<file path="config.mk">
export PLATFORM = sky130hd
export DESIGN_NAME = csd_recoder
export DESIGN_NICKNAME = d
export VERILOG_FILES = /design/src/rtl/csd_recoder.sv
export SDC_FILE = /design/constraint.sdc
export NUM_CORES = 1
export LEC_CHECK = 0
export ABC_AREA = 0
export BUFFER_PORTS_ARGS = -buffer_cell sky130_fd_sc_hd__buf_2
export CAP_MARGIN = 30
export CORE_MARGIN = 2
export CORE_UTILIZATION = 51
export DETAILED_ROUTE_END_ITERATION = 10
export PLACE_DENSITY = 0.92
export SYNTH_ARGS = -nofsm -noshare
export SYNTH_HDL_FRONTEND = slang
export SYNTH_SLANG_ARGS = --single-unit
</file>
<file path="constraint.sdc">
create_clock -name clk -period 1.75 [get_ports clk]
set_input_delay 0.35 -clock clk [delete_from_list [all_inputs] [get_ports clk]]
set_output_delay 0.35 -clock clk [all_outputs]
set_load 0.1 [all_outputs]
</file>
<file path="src/rtl/csd_recoder.sv">
module csd_recoder #(
  parameter int W = 8
) (
  input  logic         clk,
  input  logic         rst_n,
  input  logic         in_valid,
  input  logic [W-1:0] in_word,
  output logic         out_valid,
  output logic [W-1:0] out_nz,
  output logic [W-1:0] out_neg
);

  localparam int VW = W + 2;

  logic [W-1:0] below, above, diff, flag, neg_d;

  assign below = {in_word[W-2:0], 1'b0};
  assign above = {in_word[W-1], in_word[W-1:1]};
  assign diff  = in_word ^ below;

  assign flag[0] = diff[0];
  for (genvar i = 1; i < W; i++) begin : g_chain
    assign flag[i] = diff[i] & ~flag[i-1];
  end

  assign neg_d = flag & above;

  always_ff @(posedge clk or negedge rst_n) begin
    if (!rst_n) begin
      out_valid <= 1'b0;
      out_nz    <= '0;
      out_neg   <= '0;
    end else begin
      out_valid <= in_valid;
      if (in_valid) begin
        out_nz  <= flag;
        out_neg <= neg_d;
      end
    end
  end

  function automatic logic signed [VW-1:0] digit_sum(input logic [W-1:0] nz, input logic [W-1:0] ng);
    logic signed [VW-1:0] acc;
    acc = '0;
    for (int k = 0; k < W; k++) begin
      if (nz[k]) acc = ng[k] ? acc - (VW'(1) <<< k) : acc + (VW'(1) <<< k);
    end
    return acc;
  endfunction

  function automatic logic signed [VW-1:0] word_val(input logic [W-1:0] w);
    return {{2{w[W-1]}}, w};
  endfunction

  a_r2_valid_follows: assert property (@(posedge clk) disable iff (!rst_n)
    in_valid |=> out_valid);
  a_r2_valid_drops: assert property (@(posedge clk) disable iff (!rst_n)
    !in_valid |=> !out_valid);
  a_r3_value_kept: assert property (@(posedge clk) disable iff (!rst_n)
    in_valid |=> (digit_sum(out_nz, out_neg) == word_val($past(in_word))));
  a_r4_no_neighbours: assert property (@(posedge clk) disable iff (!rst_n)
    out_valid |-> ((out_nz & (out_nz >> 1)) == '0));
  a_r5_no_code01: assert property (@(posedge clk) disable iff (!rst_n)
    ((out_neg & ~out_nz) == '0));
  a_r6_hold_idle: assert property (@(posedge clk) disable iff (!rst_n)
    !in_valid |=> ($stable(out_nz) && $stable(out_neg)));

endmodule

</file>
# Word-level counts from Yosys, hierarchy flattened
# Cells that the tools add are included.
# totals
out_inout_bits	17
in_bits	11
wordCells	19
regBits	17
# classes
n_bitwise	16
# op_table
cell	n
$and 8x8->8	1
$xor 8x8->8	1
$and 1x1->1	7
$not 1->1	7

# Depth between registers and ports, before layout
# Gate-level depths: netlist of the first run.
# depth
ltp_word	16
depth_mapped	4
depth_no_buf	3

# Worst setup path after synthesis of the first run
# OpenSTA, ideal clock, no wires.
# synth_timing
path_kind	register to register
startpoint	reg out_neg[5] (netlist name)
endpoint	reg out_neg[5]
setup_slack_ps	477
path_buffers	0
stages_incl_launch_ff	3
required_ps	1669
setup_time_ps	81
t_arrival_ps	1192
period_less_slack_ps	1273
cell_sequence	dfrtp_1 > inv_1 > o22ai_2
# synth_rtl
item	line	source
to (signal assigned)	37	out_neg <= neg_d;
to (decl)	10	output logic [W-1:0] out_neg

# Final worst setup path of the first run
# layout_timing
startpoint	reg out_neg[0]
endpoint	out out_neg[0]
# No word-level cell between the ends.

==> qor.csv, run 1 <==
stage,metric,value,unit
run_status,status,completed,
min_path,hp-start,in_valid,
route,dr.pass1.iters,4,
setup_path,slowest_stage,buf_2,
setup_path,crit_path_cell_trace,buf_2,
timing,slew_viol_final,0,
clock_network,h-tree-depth,1,
placement,dpl.cell_count,119,
route,post_drt_wl_per_cell,12.1,um
synth,synth_top_cell_by_area,dfrtp_1,
cells_and_area,areaGrowthSynthToFinish,21.4,%
setup_path,worstSetupPathType,reg2out,
route,vias,673,
setup_path,max_stage_delay,0.43,ns
synth,synth.most_common_cell,dfrtp_1,
route,wl_met1,696,um
synth,synth_seq_area_share,0.532,
setup_path,required,1.40,ns
timing,fmax,697,MHz
timing,hold_viol,0,
timing,finClkSkew,0,ns
route,drtIter0Drc,8,
die,rows,14,
timing,finalSetupTns,0,ns
setup_path,rrSetupSlack,1.00,ns
route,antenna_violating_nets_post_route,0,
timing,rsz0062_at_grt,false,
setup_path,cp_num_buf_inv,1,
grt,antenna_found_initial,0,
timing,setup_viol,0,
placement,gp_routability_congestion,0.796,
cells_and_area,diodes,0,
clock_network,cts_buffer_depth,2,
setup_path,critPathTopFamily,buffers and inverters,
setup_path,rr_worst_depth,1,
die,die_h,43.6,um
synth,synth_edf_count,0,
synth,async_flop_share,1.00,
synth,synth_nets,91,
timing,worst_pin_slew,0.487,ns
timing,setup_slack,0.315,ns
die,die_x,43.6,um
grt,grt_overflow,0,
die,ioPinCount,28,
setup_path,reg2reg_to,out_nz[0],
route,drt_wl_total,1500,um
synth,ys_seq_elements,17,
synth,syn_inst,80,
clock_network,clkLatencyLatePin,0.29,ns
route,via_per_inst,5.43,
job,maxCapViolations,0,
timing,min_period,1.43,ns
setup_path,cp_max_fo,2,
setup_path,crit_path_end_kind,primary output,
placement,dp_hpwl,1140,um
grt,grt_max_degree,18,
synth,synthTopCellsByArea,"dfrtp_1 53%, mux2_2 5.6%, inv_1 4.2%, o22ai_1 3.9%, nand2_1 3.3%",
clock_network,clkSlewWorstSetupHoldPaths,0.10,ns
min_path,hold_path.class,in2reg,
route,met2_length,689,um
synth,synth_cell_types,27,
die,core_area,0.00149,mm2
route,drcViolationCount,0,
timing,slew_headroom,0.678,
setup_path,reg2reg_from,out_nz[0],
synth,ys.flop_type,dfrtp_1,
grt,first_global_vias,593,
placement,pre_cts_slack,0.410,ns
timing,finalCritPeriodShare,0.820,
clock_network,cts_root_buf,clkbuf_4,
setup_path,cp-start-kind,flip-flop,
cells_and_area,nets,120,
clock_network,cts_num_sinks,17,
cells_and_area,stdcell_area,971,um2
route,top_layer,met4,
cells_and_area,stdcell_count,124,
pwr,ir_drop,0.000678,V
cells_and_area,layout-drive-gt1-share,0.361,
synth,synthTopCellsByCount,"17 x dfrtp_1, 9 x inv_1, 7 x nand2_1",
min_path,worst_hold_path.endpoint,out_valid,
setup_path,critPathArrivalTime,1.08,ns
clock_network,cts_buffers,3,
clock_network,post_cts_buffers,0,
synth,syn-mean-instance-area,9.99,um2
grt,grt_pass1_wl,2400,um
route,route.met3.wl,96,um
die,initial_core_util,0.537,
min_path,holdPathStages,1,
clock_network,cts_tree,done,
placement,dpl-instance-area,933,um2
die,die-area,0.00190,mm2
synth,ys_warn_count,0,
synth,synthDominantCellAreaShare,0.532,
grt,globalRouteTotalUtil,0.169,
pwr,powerDensity,1110,mW/mm2
synth,syn_area,800,um2
placement,port_buffers,27,
pwr,p_leak,0.486,nW
==> metrics by stage <==
stage                     utilization  hold slack [ns]  power [mW]
after floorplan                     -           0.0544       0.799
after global placement          0.627            0.277       0.869
after detailed placement        0.627            0.292       0.877
after CTS                       0.652            0.309        1.08
after global routing            0.652            0.306        1.12
final                           0.652            0.312        1.07
==> where the power goes <==
part,leakage (nW),total [mW],internal [mW],switching (mW)
Combinational,0.254,0.423,0.0737,0.349
Clock,0.0177,0.206,0.0849,0.122
Sequential,0.215,0.445,0.428,0.0170
Total,0.486,1.07,0.587,0.488
==> registers in the layout, summed over array words and instances, names as in the netlist <==
name	count
out_nz	8
out_neg	8
out_valid	1
==> cell type report <==
type	instances	area [um2]
clock buffers	3	22.5
clock inverters	1	5.00
fillers	131	518
inverters	9	33.8
multi-input cells	49	312
flip-flops and latches	17	425
well taps	16	20.0
repair buffers	29	153
==> cell families after synthesis <==
logic type / synth area share
compound gates: 0.178
xor+xnor: 0.0219
buf+inv: 0.0782
flops: 0.532
mux: 0.0563
simple gates: 0.133
==> worst max-delay path by stage <==
| stage | start | endpoint | slack, ns | cells past startpoint |
|---|---|---|---|---|
| 2_1_floorplan | out_neg[5] | out_neg[5] | 0.48 | 2 |
| 6_report | out_neg[0] | out_neg[0] | 0.32 | 1 |
| 5_1_grt | out_nz[5] | out_nz[5] | 0.27 | 1 |
| 3_5_place_dp | in_word[0] | out_nz[6] | 0.41 | 4 |
| 3_3_place_gp | in_word[0] | out_nz[5] | 0.44 | 4 |
| 4_1_cts | out_neg[0] | out_neg[0] | 0.30 | 1 |
==> per-layer routing <==
layer	global-route usage	up-vias
met2	0.285	22
li1	-	332
met5	0	-
met4	0.0727	0
met3	0.0292	2
met1	0.211	317
==> placed cells by master (no fill, tap or decap), drive strengths merged <==
| cell type | Yosys | routed |
|---|---|---|
| buf | 4 | 28 |
| dfrtp | 17 | 17 |
| inv | 9 | 9 |
| nand2 | 7 | 7 |
| nor2 | 6 | 6 |
| o22ai | 6 | 6 |
| o21ai | 5 | 5 |
| mux2 | 4 | 4 |
| a21oi | 4 | 4 |
| nand3 | 3 | 3 |
| clkbuf | 1 | 3 |
| a211oi | 2 | 2 |
| nor2b | 2 | 2 |
| a21o | 1 | 1 |
| xnor2 | 1 | 1 |
| a311o | 1 | 1 |
| a22oi | 1 | 1 |
| a311oi | 1 | 1 |
| xor2 | 1 | 1 |
| nand3b | 1 | 1 |
| and3b | 1 | 1 |
| or4 | 1 | 1 |
| nand2b | 1 | 1 |
| clkinv | 0 | 1 |
| dlygate4sd3 | 0 | 1 |
==> repair_timing <==
item	in CTS	in global routing
hold buffers	1	0
hold endpoints to repair	17	0
gates resized for setup	0	0
Power figures use the tool's default switching activity.
==> run 2: changes to the inputs <==
--- a/config.mk
+++ b/config.mk
@@ -9,9 +9,9 @@
 export BUFFER_PORTS_ARGS = -buffer_cell sky130_fd_sc_hd__buf_2
 export CAP_MARGIN = 30
 export CORE_MARGIN = 2
-export CORE_UTILIZATION = 51
+export CORE_UTILIZATION = 47
 export DETAILED_ROUTE_END_ITERATION = 10
-export PLACE_DENSITY = 0.92
+export PLACE_DENSITY = 0.87
 export SYNTH_ARGS = -nofsm -noshare
 export SYNTH_HDL_FRONTEND = slang
 export SYNTH_SLANG_ARGS = --single-unit
==> constraint.sdc (replaced) <==
create_clock -name clk -period 1.5 [get_ports clk]
set_input_delay 0.3 -clock clk [delete_from_list [all_inputs] [get_ports clk]]
set_output_delay 0.3 -clock clk [all_outputs]
set_load 0.1 [all_outputs]
==> run 2 against run 1 <==
  * Setup slack lost 0.19 ns
  * Register-to-register slack lost 0.24 ns
  * Count of clock-buffer cells in the layout is the same
  * Total power grew 16%
  * Sequential share of layout area is the same
  * First-iteration DRC count grew 110%
  * Critical path depth is the same
  * Wire length grew 3.8%
  * Die area grew 7.7%
  * Design area is the same
  * Combinational power grew 17%
  * Final cell count is the same
  * Largest cell class unchanged
  * Highest routed layer unchanged
==> qor.csv, run 2 (synthesis gave the netlist of run 1 again) <==
stage,metric,value,unit,change
timing,setup_viol,0,,unchanged
clock_network,postCtsHoldBufs,1,,unchanged
pwr,pwr-share-seq,0.415,,was 0.414
grt,grt-busiest-layer,met2,,unchanged
route,post_drt_wl_per_cell,12.5,um,was 12.1 um
clock_network,cts_buffer_depth,2,,unchanged
grt,antenna_found_initial,0,,unchanged
route,vias,637,,was 673
grt,grtUsageMet2,0.289,,was 0.285
die,initial_core_util,0.513,,was 0.537
die,die_h,45.2,um,was 43.6 um
pwr,powerDensity,1290,mW/mm2,was 1110 mW/mm2
cells_and_area,stdcell_area,971,um2,unchanged
clock_network,cts_tree,done,,unchanged
setup_path,slowest_stage,buf_2,,unchanged
cells_and_area,final_common_cell,buf_2,,unchanged
setup_path,critPathTopFamily,buffers and inverters,,unchanged
setup_path,cp_max_fo,2,,unchanged
job,maxCapViolations,0,,unchanged
timing,finalCritPeriodShare,0.917,,
cells_and_area,nets,120,,unchanged
timing,finClkSkew,0,ns,unchanged
grt,grt_overflow,0,,unchanged
timing,rsz0062_at_grt,false,,unchanged
timing,fmax,727,MHz,
placement,dp_hpwl,1160,um,was 1140 um
setup_path,critPathArrivalTime,1.08,ns,about the same
placement,port_buffers,27,,unchanged
setup_path,required,1.20,ns,was 1.40 ns
die,die-area,0.00205,mm2,was 0.00190 mm2
grt,first_global_vias,593,,unchanged
min_path,hold_path.class,in2reg,,unchanged
grt,grt_max_degree,25,,was 18
route,drcViolationCount,0,,unchanged
cells_and_area,layout-drive-gt1-share,0.361,,unchanged
die,ioPinCount,28,,unchanged
route,drt_wl_total,1560,um,was 1500 um
clock_network,clkSlewWorstSetupHoldPaths,0.10,ns,about the same
route,drtIter0Drc,17,,was 8
setup_path,crit_path_end_kind,primary output,,unchanged
setup_path,cp-start-kind,flip-flop,,unchanged
timing,min_period,1.38,ns,
grt,met1_usage,0.219,,was 0.211
pwr,ir_drop,0.000816,V,was 0.000678 V
run_status,status,completed,,unchanged
placement,gp_routability_congestion,0.760,,was 0.796
pwr,switching_share,0.452,,was 0.454
route,antenna_violating_nets_post_route,0,,unchanged
timing,finalSetupTns,0,ns,unchanged
grt,grt_pass1_wl,2510,um,was 2400 um
pwr,p_leak,0.486,nW,unchanged
route,via_per_inst,5.14,,was 5.43
setup_path,worstSetupPathType,reg2out,,unchanged
clock_network,cts_num_sinks,17,,unchanged
pwr,power_frac_clock,0.189,,was 0.192
pwr,pwr-share-comb,0.396,,was 0.394
clock_network,clkLatencyLatePin,0.28,ns,was 0.29 ns
cells_and_area,final_cell_mix,"27 x buf_2, 17 x dfrtp_1, 9 x inv_1",,unchanged
clock_network,cts_buffers,3,,unchanged
cells_and_area,areaGrowthSynthToFinish,21.4,%,unchanged
die,core_area,0.00156,mm2,was 0.00149 mm2
setup_path,crit_path_cell_trace,buf_2,,unchanged
clock_network,h-tree-depth,1,,unchanged
clock_network,cts-resized-gates,0,,unchanged
route,dr.pass1.iters,4,,unchanged
timing,worst_pin_slew,0.489,ns,was 0.487 ns
die,rows,14,,unchanged
timing,hold_viol,0,,unchanged
clock_network,cts_root_buf,clkbuf_4,,unchanged
placement,dpl-instance-area,933,um2,unchanged
setup_path,cp_num_buf_inv,1,,unchanged
cells_and_area,diodes,0,,unchanged
grt,globalRouteTotalUtil,0.174,,was 0.169
cells_and_area,largestRegisters,"out_neg (8), out_nz (8), out_valid (1)",,unchanged
grt,met3_usage,0.0280,,was 0.0292
timing,slew_viol_final,0,,unchanged
die,die_x,45.2,um,was 43.6 um
clock_network,post_cts_buffers,0,,unchanged
pwr,power.switching,565,uW,was 488 uW
pwr,p_int,684,uW,was 587 uW
setup_path,max_stage_delay,0.43,ns,about the same
timing,slew_headroom,0.676,,was 0.678
==> run 2: cell counts in the layout (fill, tap and decap cells not counted) <==
No cell type changed its count.
==> run 2: cell type report <==
class / count / area (um2)
clock buffer: 3 / 22.5
timing repair buffer: 29 / 153
clock inverter: 1 / 5.00
tap: 16 / 20.0
sequential: 17 / 425
fill: 148 / 588
multi-input combinational: 49 / 312
inverter: 9 / 33.8
==> run 2: metal layers <==
metal	vias to the layer above	wire, um
met5	-	0
met4	0	21
met3	2	75
met2	18	736
met1	282	722
li1	335	-
==> run 2: power groups by stage <==
| stage | combinational (mW) | clock, mW | sequential (mW) |
|---|---|---|---|
| final | 0.495 | 0.237 | 0.518 |
| after global routing | 0.518 | 0.265 | 0.524 |
| after CTS | 0.497 | 0.247 | 0.519 |
| after detailed placement | 0.495 | 0 | 0.528 |
| after global placement | 0.489 | 0 | 0.526 |
| after floorplan | 0.0933 | 0 | 0.839 |
==> run 2: metrics by stage <==
| stage | hold slack (ns) | utilization | worst slack (ns) | power (mW) | instances |
|---|---|---|---|---|---|
| after global placement | 0.230 | 0.599 | 0.237 | 1.01 | 119 |
| after detailed placement | 0.237 | 0.599 | 0.209 | 1.02 | 119 |
| after global routing | 0.173 | 0.623 | 0.0554 | 1.31 | 124 |
| after floorplan | 0.00441 | - | 0.227 | 0.933 | 80 |
| after CTS | 0.176 | 0.623 | 0.104 | 1.26 | 124 |
| final | 0.189 | 0.623 | 0.125 | 1.25 | 124 |
==> run 2: worst paths after layout <==
kind / from / to / slack, ns / depth (start not counted)
max in group asynchronous: rst_n / out_neg[1] / 0.77 / 2
max: out_neg[3] / out_neg[3] / 0.12 / 1
min in group asynchronous: rst_n / out_valid / 0.46 / 2
max reg2reg: out_nz[0] / out_nz[0] / 0.76 / 1
min: in_valid / out_valid / 0.19 / 1
min reg2reg: out_nz[7] / out_nz[7] / 0.51 / 2
==> run 3: changes to the inputs <==
--- a/config.mk
+++ b/config.mk
@@ -8,7 +8,6 @@
 export ABC_AREA = 0
 export BUFFER_PORTS_ARGS = -buffer_cell sky130_fd_sc_hd__buf_2
 export CAP_MARGIN = 30
-export CORE_MARGIN = 2
 export CORE_UTILIZATION = 47
 export DETAILED_ROUTE_END_ITERATION = 10
 export PLACE_DENSITY = 0.87
==> run 3 against run 2 <==
  * Via count grew 7.2%
  * Count of clock-buffer cells in the layout grew 1
  * Utilization grew 0.63 points
  * Global-route usage grew 3.3 points
  * Register-to-register slack is essentially flat
  * Non-clock buffer count is the same
  * Critical path type unchanged
  * Highest routed layer unchanged
==> qor.csv, run 3 (synthesis gave the netlist of run 1 again) <==
stage,metric,value,unit,change
route,drt_wl_total,1700,um,was 1560 um
clock_network,cts_buffer_depth,2,,unchanged
clock_network,cts_tree,done,,unchanged
route,post_drt_wl_per_cell,13.7,um,was 12.5 um
timing,finalCritPeriodShare,0.924,,was 0.917
timing,setup_viol,0,,unchanged
route,antenna_violating_nets_post_route,0,,unchanged
setup_path,crit_path_end_kind,primary output,,unchanged
timing,min_period,1.39,ns,was 1.38 ns
pwr,powerDensity,1290,mW/mm2,about the same
route,via_per_inst,5.51,,was 5.14
die,die-area,0.00187,mm2,was 0.00205 mm2
cells_and_area,fillers,143,,was 148
clock_network,cts_buffers,3,,unchanged
clock_network,clkLatencyLatePin,0.28,ns,about the same
timing,finClkSkew,0,ns,unchanged
pwr,p_leak,0.484,nW,was 0.486 nW
cells_and_area,final_cell_mix,"27 x buf_2, 17 x dfrtp_1, 9 x inv_1",,unchanged
cells_and_area,diodes,0,,unchanged
cells_and_area,layout-drive-gt1-share,0.352,,was 0.361
clock_network,cts_num_sinks,17,,unchanged
setup_path,crit_path_cell_trace,buf_2,,unchanged
route,vias,683,,was 637
cells_and_area,nets,120,,unchanged
setup_path,required,1.20,ns,about the same
grt,grt_max_degree,18,,was 25
setup_path,slowest_stage,buf_2,,unchanged
die,core_area,0.00154,mm2,was 0.00156 mm2
die,ioPinCount,28,,unchanged
setup_path,critPathTopFamily,buffers and inverters,,unchanged
placement,dpl.cell_count,119,,unchanged
grt,first_global_vias,663,,was 593
timing,rsz0062_at_grt,false,,unchanged
timing,setup_slack,0.114,ns,was 0.125 ns
timing,finalSetupTns,0,ns,unchanged
cells_and_area,seqCellArea,425,um2,unchanged
die,rows,14,,unchanged
die,initial_core_util,0.519,,was 0.513
placement,gp_routability_congestion,0.759,,was 0.760
die,die_x,43.2,um,was 45.2 um
clock_network,cts_root_buf,clkbuf_4,,unchanged
timing,slew_headroom,0.677,,was 0.676
grt,grt_pass1_wl,2840,um,was 2510 um
placement,pre_cts_slack,0.208,ns,was 0.209 ns
timing,slew_viol_final,0,,unchanged
timing,fmax,722,MHz,was 727 MHz
setup_path,cp_num_buf_inv,1,,unchanged
clock_network,h-tree-depth,1,,unchanged
route,drtIter0Drc,7,,was 17
run_status,status,completed,,unchanged
cells_and_area,stdcell_count,124,,unchanged
timing,hold_ws,0.273,ns,was 0.189 ns
setup_path,cp-start-kind,flip-flop,,unchanged
placement,dp_hpwl,1240,um,was 1160 um
cells_and_area,final_common_cell,buf_2,,unchanged
min_path,hold_path.class,in2reg,,unchanged
setup_path,critPathArrivalTime,1.09,ns,was 1.08 ns
route,dr.pass1.iters,4,,unchanged
grt,globalRouteTotalUtil,0.207,,was 0.174
timing,hold_viol,0,,unchanged
route,drcViolationCount,0,,unchanged
placement,port_buffers,27,,unchanged
timing,worst_pin_slew,0.489,ns,about the same
setup_path,worstSetupPathType,reg2out,,unchanged
clock_network,clkSlewWorstSetupHoldPaths,0.09,ns,was 0.10 ns
setup_path,max_stage_delay,0.43,ns,about the same
cells_and_area,final_util,0.629,,was 0.623
die,die_h,43.2,um,was 45.2 um
cells_and_area,multiInputGateArea,312,um2,unchanged
setup_path,cp_max_fo,2,,unchanged
cells_and_area,areaGrowthSynthToFinish,21.3,%,was 21.4%
grt,antenna_found_initial,0,,unchanged
pwr,ir_drop,0.000626,V,was 0.000816 V
grt,grt_overflow,0,,unchanged
cells_and_area,largestRegisters,"out_neg (8), out_nz (8), out_valid (1)",,unchanged
job,maxCapViolations,0,,unchanged
clock_network,cts-resized-gates,0,,unchanged
run 3: area by class of cell:
type / instances / area share
timing repair buffer: 29 / 0.157
tap: 16 / 0.0206
inverter: 9 / 0.0348
clock buffer: 4 / 0.0271
sequential: 17 / 0.439
multi-input combinational: 49 / 0.321
run 3: routing by layer:
metal,up-vias,share of wire,track usage
met1,322,0.43,0.241
met5,-,0,0
met4,0,0.029,0.0909
met3,6,0.046,0.0298
li1,331,-,-
met2,24,0.49,0.370
run 3: per-stage QoR:
step | power (mW) | instance area (um2)
after detailed placement | 1.02 | 933
after global placement | 1.01 | 933
after CTS | 1.26 | 970
after global routing | 1.31 | 970
final | 1.25 | 970
after floorplan | 0.933 | 800
run 3: where the power goes:
| part | total (mW) | switching [mW] | internal, mW |
|---|---|---|---|
| Combinational | 0.498 | 0.412 | 0.0860 |
| Clock | 0.237 | 0.133 | 0.103 |
| Sequential | 0.520 | 0.0201 | 0.500 |
run 3: path summary, 6_finish.rpt:
check	startpoint	end	slack (ns)	cells past startpoint
setup / recovery	out_nz[4]	out_nz[4]	0.11	1
hold reg to reg	out_nz[5]	out_nz[5]	0.51	2
max in group asynchronous	rst_n	out_nz[0]	0.78	2
hold / removal	in_valid	out_valid	0.27	1
min in group asynchronous	rst_n	out_neg[2]	0.45	2
setup reg to reg	out_nz[0]	out_nz[0]	0.75	1
run 3: timing repair:
| action | 4_1_cts | 5_1_grt |
|---|---|---|
| setup buffers | 0 | 0 |
| hold endpoints to repair | 17 | 0 |
| hold buffers | 1 | 0 |
